## config.mk

```make
export PLATFORM = sky130hd
export DESIGN_NAME = msgdone_irq_agg
export DESIGN_NICKNAME = d
export VERILOG_FILES = /design/src/rtl/msgdone_pkg.sv /design/src/rtl/msgdone_lowest_enc.sv /design/src/rtl/msgdone_flag_bank.sv /design/src/rtl/msgdone_irq_bit.sv /design/src/rtl/msgdone_irq_agg.sv
export SDC_FILE = /design/constraint.sdc
export NUM_CORES = 1
export LEC_CHECK = 0
export BUFFER_PORTS_ARGS = -buffer_cell sky130_fd_sc_hd__buf_2
export CAP_MARGIN = 10
export CORE_MARGIN = 2
export CORE_UTILIZATION = 49
export CTS_BUF_LIST = sky130_fd_sc_hd__clkbuf_16
export DETAILED_ROUTE_END_ITERATION = 12
export HOLD_SLACK_MARGIN = 0.03
export PLACE_DENSITY = 0.69
export SLEW_MARGIN = 5
export SYNTH_ARGS = -nofsm -noshare
export SYNTH_HDL_FRONTEND = slang
export SYNTH_SLANG_ARGS = --single-unit
```

## constraint.sdc

```tcl
create_clock -name clk -period 2.9 [get_ports clk]
set_clock_uncertainty 0.05 [all_clocks]
set_input_delay 0.145 -clock clk [delete_from_list [all_inputs] [get_ports clk]]
set_output_delay 0.145 -clock clk [all_outputs]
set_load 0.01 [all_outputs]
```

## src/rtl/msgdone_pkg.sv

```systemverilog
package msgdone_pkg;

  // Interrupt register bit layout
  localparam int IRQ_RX_BIT = 0;
  localparam int IRQ_TX_BIT = 1;

  typedef enum logic [2:0] {
    RK_FLAG,
    RK_EN,
    RK_IRQ,
    RK_SUM,
    RK_NONE
  } reg_kind_t;

  // Map an address to a register kind, given the number of words per bank.
  function automatic reg_kind_t kind_of(input int unsigned addr, input int unsigned words);
    if (addr < words)              return RK_FLAG;
    else if (addr < 2 * words)     return RK_EN;
    else if (addr == 2 * words)    return RK_IRQ;
    else if (addr == 2 * words + 1) return RK_SUM;
    else                           return RK_NONE;
  endfunction

  // Word index within a bank for a flag or enable address.
  function automatic int unsigned word_of(input int unsigned addr, input int unsigned words);
    return (addr < words) ? addr : addr - words;
  endfunction

endpackage

```

## src/rtl/msgdone_lowest_enc.sv

```systemverilog
module msgdone_lowest_enc #(
  parameter int N     = 32,
  parameter int IDX_W = $clog2(N)
) (
  input  logic [N-1:0]     req,
  output logic [IDX_W-1:0] idx,
  output logic             any
);
  always_comb begin
    idx = '0;
    any = |req;
    for (int i = N - 1; i >= 0; i--) begin
      if (req[i]) idx = IDX_W'(i);
    end
  end
endmodule

```

## src/rtl/msgdone_flag_bank.sv

```systemverilog
module msgdone_flag_bank #(
  parameter int N = 32
) (
  input  logic         clk,
  input  logic         rst,
  input  logic [N-1:0] set_vec,
  input  logic [N-1:0] clr_vec,
  output logic [N-1:0] flags
);
  for (genvar i = 0; i < N; i++) begin : g_flag
    always_ff @(posedge clk) begin
      if (rst)             flags[i] <= 1'b0;
      else if (set_vec[i]) flags[i] <= 1'b1;
      else if (clr_vec[i]) flags[i] <= 1'b0;
    end
  end
endmodule

```

## src/rtl/msgdone_irq_bit.sv

```systemverilog
module msgdone_irq_bit (
  input  logic clk,
  input  logic rst,
  input  logic set_evt,
  input  logic clr_req,
  output logic q
);
  always_ff @(posedge clk) begin
    if (rst)          q <= 1'b0;
    else if (set_evt) q <= 1'b1;
    else if (clr_req) q <= 1'b0;
  end
endmodule

```

## src/rtl/msgdone_irq_agg.sv

```systemverilog
module msgdone_irq_agg #(
  parameter int NUM_OBJ = 32,
  parameter int WORD_W  = 16,
  parameter int ADDR_W  = 3
) (
  input  logic                       clk,
  input  logic                       rst,
  input  logic                       evt_valid,
  input  logic [$clog2(NUM_OBJ)-1:0] evt_obj,
  input  logic                       evt_is_tx,
  input  logic                       wr_en,
  input  logic [ADDR_W-1:0]          wr_addr,
  input  logic [WORD_W-1:0]          wr_data,
  input  logic [ADDR_W-1:0]          rd_addr,
  output logic [WORD_W-1:0]          rd_data,
  output logic                       irq_tx,
  output logic                       irq_rx
);
  import msgdone_pkg::*;

  localparam int IDX_W     = $clog2(NUM_OBJ);
  localparam int NUM_WORDS = NUM_OBJ / WORD_W;

  // Named internal events
  logic [NUM_OBJ-1:0] status_q;
  logic [NUM_OBJ-1:0] en_q;
  logic [NUM_OBJ-1:0] evt_set_vec;
  logic [NUM_OBJ-1:0] flag_clr_vec;
  logic [NUM_OBJ-1:0] pend_en_vec;
  logic               evt_enabled;
  logic               tx_set_evt;
  logic               rx_set_evt;
  logic               irq_wr;
  logic               irq_clr_tx;
  logic               irq_clr_rx;
  logic [IDX_W-1:0]   sum_idx;
  logic               sum_any;
  logic [WORD_W-1:0]  summary_word;
  reg_kind_t          wr_kind;
  reg_kind_t          rd_kind;
  int unsigned        wr_word;
  int unsigned        rd_word;

  assign wr_kind = kind_of(int'(wr_addr), NUM_WORDS);
  assign rd_kind = kind_of(int'(rd_addr), NUM_WORDS);
  assign wr_word = word_of(int'(wr_addr), NUM_WORDS);
  assign rd_word = word_of(int'(rd_addr), NUM_WORDS);

  // Completion event decode
  assign evt_set_vec = evt_valid ? (NUM_OBJ'(1) << evt_obj) : '0;
  assign evt_enabled = en_q[evt_obj];
  assign tx_set_evt  = evt_valid &  evt_is_tx & evt_enabled;
  assign rx_set_evt  = evt_valid & ~evt_is_tx & evt_enabled;

  // Write decode
  assign irq_wr     = wr_en && (wr_kind == RK_IRQ);
  assign irq_clr_tx = irq_wr & wr_data[IRQ_TX_BIT];
  assign irq_clr_rx = irq_wr & wr_data[IRQ_RX_BIT];

  for (genvar w = 0; w < NUM_WORDS; w++) begin : g_word
    assign flag_clr_vec[w*WORD_W +: WORD_W] =
      (wr_en && wr_kind == RK_FLAG && wr_word == w) ? wr_data : '0;

    always_ff @(posedge clk) begin
      if (rst)
        en_q[w*WORD_W +: WORD_W] <= '0;
      else if (wr_en && wr_kind == RK_EN && wr_word == w)
        en_q[w*WORD_W +: WORD_W] <= wr_data;
    end
  end

  msgdone_flag_bank #(.N(NUM_OBJ)) u_flags (
    .clk     (clk),
    .rst     (rst),
    .set_vec (evt_set_vec),
    .clr_vec (flag_clr_vec),
    .flags   (status_q)
  );

  msgdone_irq_bit u_irq_tx (
    .clk     (clk),
    .rst     (rst),
    .set_evt (tx_set_evt),
    .clr_req (irq_clr_tx),
    .q       (irq_tx)
  );

  msgdone_irq_bit u_irq_rx (
    .clk     (clk),
    .rst     (rst),
    .set_evt (rx_set_evt),
    .clr_req (irq_clr_rx),
    .q       (irq_rx)
  );

  // Summary of enabled pending objects
  assign pend_en_vec = status_q & en_q;

  msgdone_lowest_enc #(.N(NUM_OBJ), .IDX_W(IDX_W)) u_enc (
    .req (pend_en_vec),
    .idx (sum_idx),
    .any (sum_any)
  );

  always_comb begin
    summary_word = '0;
    summary_word[IDX_W-1:0] = sum_idx;
    summary_word[IDX_W]     = sum_any;
  end

  // Read mux
  always_comb begin
    rd_data = '0;
    unique case (rd_kind)
      RK_FLAG: rd_data = status_q[rd_word*WORD_W +: WORD_W];
      RK_EN:   rd_data = en_q[rd_word*WORD_W +: WORD_W];
      RK_IRQ: begin
        rd_data[IRQ_TX_BIT] = irq_tx;
        rd_data[IRQ_RX_BIT] = irq_rx;
      end
      RK_SUM:  rd_data = summary_word;
      default: rd_data = '0;
    endcase
  end

endmodule

```

## Word-level counts from Yosys, hierarchy flattened

Index checks and enable logic that the tools add are counted.

- Add/subtract/negate cells: 2
- Multiply operators: 0
- Divide/modulo/power cells: 0
- Order comparisons: 5
- Equal/unequal tests: 10
- Shift-type cells: 3
- Multiplexer cells: 117
- Bitwise logic cells: 8
- Reduce and logical (&&, ||, !) cells: 45

Operators by type and width:

| cell | number |
|---|---|
| two-way mux 5 bit | 32 |
| two-way mux 1 bit | 69 |
| nonzero test 2 bit | 34 |
| indexed part select 32 x 33 -> 16 bit | 2 |
| two-way mux 32 bit | 2 |
| one-hot mux 14 bit (3 select lines) | 1 |
| AND 32 bit | 1 |
| equality test 32 x 1 -> 1 bit (second input constant) | 1 |
| zero test 32 bit | 1 |
| two-way mux 16 bit | 2 |
| OR reduction 32 bit | 1 |
| left shift 1 x 5 -> 32 bit (first input constant) | 1 |
| two-way mux 28 bit | 1 |
| two-way mux 3 bit | 8 |
| equality test 3 bit (second input constant) | 4 |
| equality test 3 x 2 -> 1 bit (second input constant) | 3 |
| one-hot mux 2 bit (4 select lines) | 1 |
| subtractor 3 x 2 -> 4 bit (second input constant) | 2 |
| logical AND 1 bit | 7 |
| AND 1 bit | 6 |
| equality test 3 x 1 -> 1 bit (second input constant) | 2 |
| zero test 3 bit | 2 |
| < comparator 3 x 2 -> 1 bit (second input constant) | 2 |
| < comparator 3 bit (second input constant) | 2 |
| 3 further kinds | 3 |

- Bits in registers: 66
- Bits in latches: 0
- RAM bits: 0
- Bits in read-only memories: 0
- Output and inout port bits: 18
- Memories: 0

## Depth between registers and ports, before layout

- Depth in word-level cells: 34
- Mapped depth: 7
- Depth with buffers taken out: 6

## Cells and area by module

Synthesis repeated with hierarchy kept, for this count alone.

- Cells, all modules: 564
- Area, all modules: 4,262.8 um2

Modules (own cells, without submodules):

| module | times used | cells an instance | area an instance (um2) | sequential area each (um2) |
|---|---|---|---|---|
| msgdone_irq_agg | 1 | 360 | 2,645.0 | 640.6 |
| msgdone_flag_bank | 1 | 131 | 1,154.9 | 640.6 |
| msgdone_lowest_enc | 1 | 65 | 385.4 | 0.0 |
| msgdone_irq_bit | 2 | 4 | 38.8 | 20.0 |

## Worst setup path before layout

Ideal clock, no wire load.

- Path type: input port to output port
- From: in rd_addr[1]
- To: out rd_data[13]
- Arrival: 1.456 ns
- Data required time: 2.705 ns
- Path slack: 1.249 ns
- Cell stages on the path: 4
- Cell sequence: buf_2 clkbuf_1 mux4_2 and2_1

- Word-level cells in the longest chain between the ends: 7
- Elaborated cells on any way between the ends: 16
- Those cells by class: add/sub: 1; order compare: 2; eq/ne: 4; shift: 2; mux: 6; reduce/logical: 1

Ends and longest elaborated chain:

| element | line | text |
|---|---|---|
| start: declaration | msgdone_irq_agg.sv:14 | `input logic [ADDR_W-1:0] rd_addr,` |
| parallel branches: the longest is 6 deep, another holds subtractor 3 x 2 -> 4 bit | - |  |
| one-hot mux 14 bit (3 select lines) (*) | msgdone_irq_agg.sv:114 | `unique case (rd_kind)` |
| end: declaration | msgdone_irq_agg.sv:15 | `output logic [WORD_W-1:0] rd_data,` |

Every way passes the cells marked *.

## Worst setup path after layout

- From: reg en_q[8]
- To: out rd_data[5]

- Word-level cells in the longest chain between the ends: 3

Ends and longest elaborated chain:

| element | line | text |
|---|---|---|
| start: declaration | msgdone_irq_agg.sv:26 | `logic [NUM_OBJ-1:0] en_q;` |
| start signal: indexed assignment | msgdone_irq_agg.sv:68 | `en_q[w*WORD_W +: WORD_W] <= wr_data;` |
| AND 32 bit | msgdone_irq_agg.sv:97 | `assign pend_en_vec = status_q & en_q;` |
| OR reduction 32 bit | msgdone_lowest_enc.sv:11 | `any = \|req;` |
| one-hot mux 14 bit (3 select lines) | msgdone_irq_agg.sv:114 |  |

No other way between the ends.

==> impl_metrics.tcl <==
set metrics [dict create \
    fin_area_um2 4400 \
    async_flop_share 0 \
    tns_ns 0 \
    cts_htree_levels 3 \
    critical_path_class "reg2out" \
    cts_tree "yes" \
    status "finished, final reports clean" \
    cts.sinks 66 \
    maxSlewHeadroom 0.230 \
    syn_area_um2 3780 \
    drc 0 \
    yosysMostFrequentCell "nand2_1" \
    reg2reg_setup_slack_ns 1.05 \
    ys_top_cells_by_count "nand2_1 (125), dfxtp_1 (66), a22oi_1 (45)" \
    yosys.area.top_type "dfxtp_1" \
    post-route-period-util 0.800 \
    cp.arrival_ns 2.13 \
    grt_max_degree 45 \
    dpl_cell_area_um2 4100 \
    power.leakage_nw 1.64 \
    r2r_start "en_q[29]" \
    boundaryPins 50 \
    routed_via_density 6.38 \
    portBuffers 49 \
    setup_violations 0 \
    grt_use_met1 0.423 \
    syn-num-nets 496 \
    vdd_drop_max_mv 0.270 \
    startpoint_type "register" \
    ys_ff_latch 66 \
    synthToLayoutAreaGrowth_pct 16.4 \
    crit_start "en_q[8]" \
    grt_util_all_layers 0.303 \
    synth_cell_types 42 \
    use_met2 0.462 \
    slew_violations 0 \
    synth_ff_type "dfxtp_1" \
    grt_pass1_wl_um 19700 \
    diodes 0 \
    synth.area.top_cells "dfxtp_1 (35%), nand2_1 (12%), mux4_2 (10%)" \
    gr-usage-met3 0.0600 \
    rows 32 \
    cts_root_buffer "clkbuf_16" \
    die_width_um 91.8 \
    initial_utilization 0.496 \
    avgSynthCellArea_um2 8.14 \
    synth_edf_count 0 \
    setup.worst_path.end "rd_data[5]" \
    power_mw 2.17 \
    fin_crit_ns 2.32 \
    dieArea_um2 8420 \
    antenna_left 0 \
    drt_pre_antenna_iters 5 \
    antenna_found_initial 0 \
    grt_busiest_layer "met2" \
    yosysSeqAreaShare 0.350 \
    path_clk_slew_ns 0.05 \
    required_ns 2.71 \
    post_drt_wl_per_cell_um 20.3 \
    syn_inst 464 \
    synth_top_area_share 0.350 \
    grt_setup_unrepaired "false" \
    hold_start "wr_data[14]" \
    cts_hold_buffers 2 \
    dp_hpwl_um 8710 \
    clk_latency_ns 0.33 \
    nNetsFinal 539 \
    num_vias 3911 \
    yosysWarnings 0 \
    cts_buffer_depth 2 \
    final_util 0.578 \
    die_h_um 91.8 \
    worst_slew_pin_slew_ns 1.15 \
    cts_buffers 9 \
    routed_wl_um 12500 \
    cts.repair.resized 0 \
    r2r-end "u_irq_rx.q" \
    globalplace.congestion 0.984 \
    core-area_um2 7610 \
    cap_viol_max_count 0 \
    p_per_area_nw_per_um2 494 \
    drtIter0Drc 359 \
    finalHoldViolCount 0 \
    reg2reg_depth 6 \
    drive_above_1_share 0.176 \
    cp_max_fo 5 \
    cp-end-kind "output port" \
    fmax_mhz 431 \
    cts_setup_buffers 0 \
    grt_pass1_vias 3661 \
    grt-ovfl-total 0 \
    hp-class "in2reg" \
]
## logic make-up (layout without fill, tap and decap cells)
logic type             after synthesis  after routing  share of synthesized area
buffers and inverters               29             76                     0.0318
and+or+nand+nor                    217            217                      0.246
DFF                                 66             66                      0.350
AOI/OAI and AO/OA                  126            126                      0.226
muxes                               26             26                      0.147
## worst max-delay path: stages, from the launching register on
cell and delay [ns]:
dfxtp_1 0.35, a22oi_1 0.31, nand3_1 0.16, or2_2 0.37
nor3_1 0.19, a31oi_1 0.11, a21o_1 0.17, buf_2 0.13
## layout make-up
cell class,count,area (um^2)
tap,102,128
fill,746,3210
sequential,66,1320
timing repair buffer,57,310
inverter,4,15.0
multi-input combinational,369,2340
clock inverter,6,51.3
clock buffer,9,225
## how the worst min path moves through the flow
stage	to	slack, ns	cells after the start
6_report	en_q[30]	0.04	3
5_1_grt	en_q[2]	0.04	3
4_1_cts	en_q[29]	0.03	3
3_5_place_dp	u_irq_tx.q	0.33	2
3_3_place_gp	u_irq_tx.q	0.32	2
2_1_floorplan	u_irq_tx.q	0.22	1
## cells in the final DEF (no fill, tap or decap), types with 3 or more instances in the layout
cell,count
nand2_1,125
dfxtp_1,66
buf_2,49
a22oi_1,45
nor2_1,44
a21oi_1,40
mux4_2,17
and2_1,12
nand3_1,10
o21ai_0,10
clkbuf_16,9
nand2b_1,8
nor2b_1,7
inv_1,6
a22o_1,6
buf_4,6
a32o_1,5
mux4_1,5
mux2i_1,4
nor3_1,3
a31oi_1,3
a32oi_1,3
## layer usage
| layer | vias up | part of all wire | wire (um) |
|---|---|---|---|
| li1 | 1769 | - | - |
| met1 | 1896 | 0.42 | 5290 |
| met2 | 217 | 0.46 | 5760 |
| met3 | 29 | 0.085 | 1060 |
| met4 | 0 | 0.028 | 348 |
| met5 | - | 0 | 0 |
## power by group
part / total, mW / internal, mW / switching, mW / leakage, nW
clock network: 1.03 / 0.647 / 0.384 / 0.145
logic: 0.193 / 0.0717 / 0.122 / 0.958
registers: 0.945 / 0.923 / 0.0218 / 0.533
## per-stage QoR
step,hold WS (ns),worst slack [ns],cells
after floorplan,0.221,1.25,464
after global routing,0.0380,0.507,613
after detailed placement,0.333,0.889,596
after global placement,0.323,0.915,596
final,0.0375,0.579,613
after CTS,0.0312,0.605,613
## sequential cells by signal, indices dropped and copies added (netlist names)
signal and flops:
u_irq_tx.q 1, en_q 32, u_flags.flags 32, u_irq_rx.q 1
(Power assumes the default switching activity.)
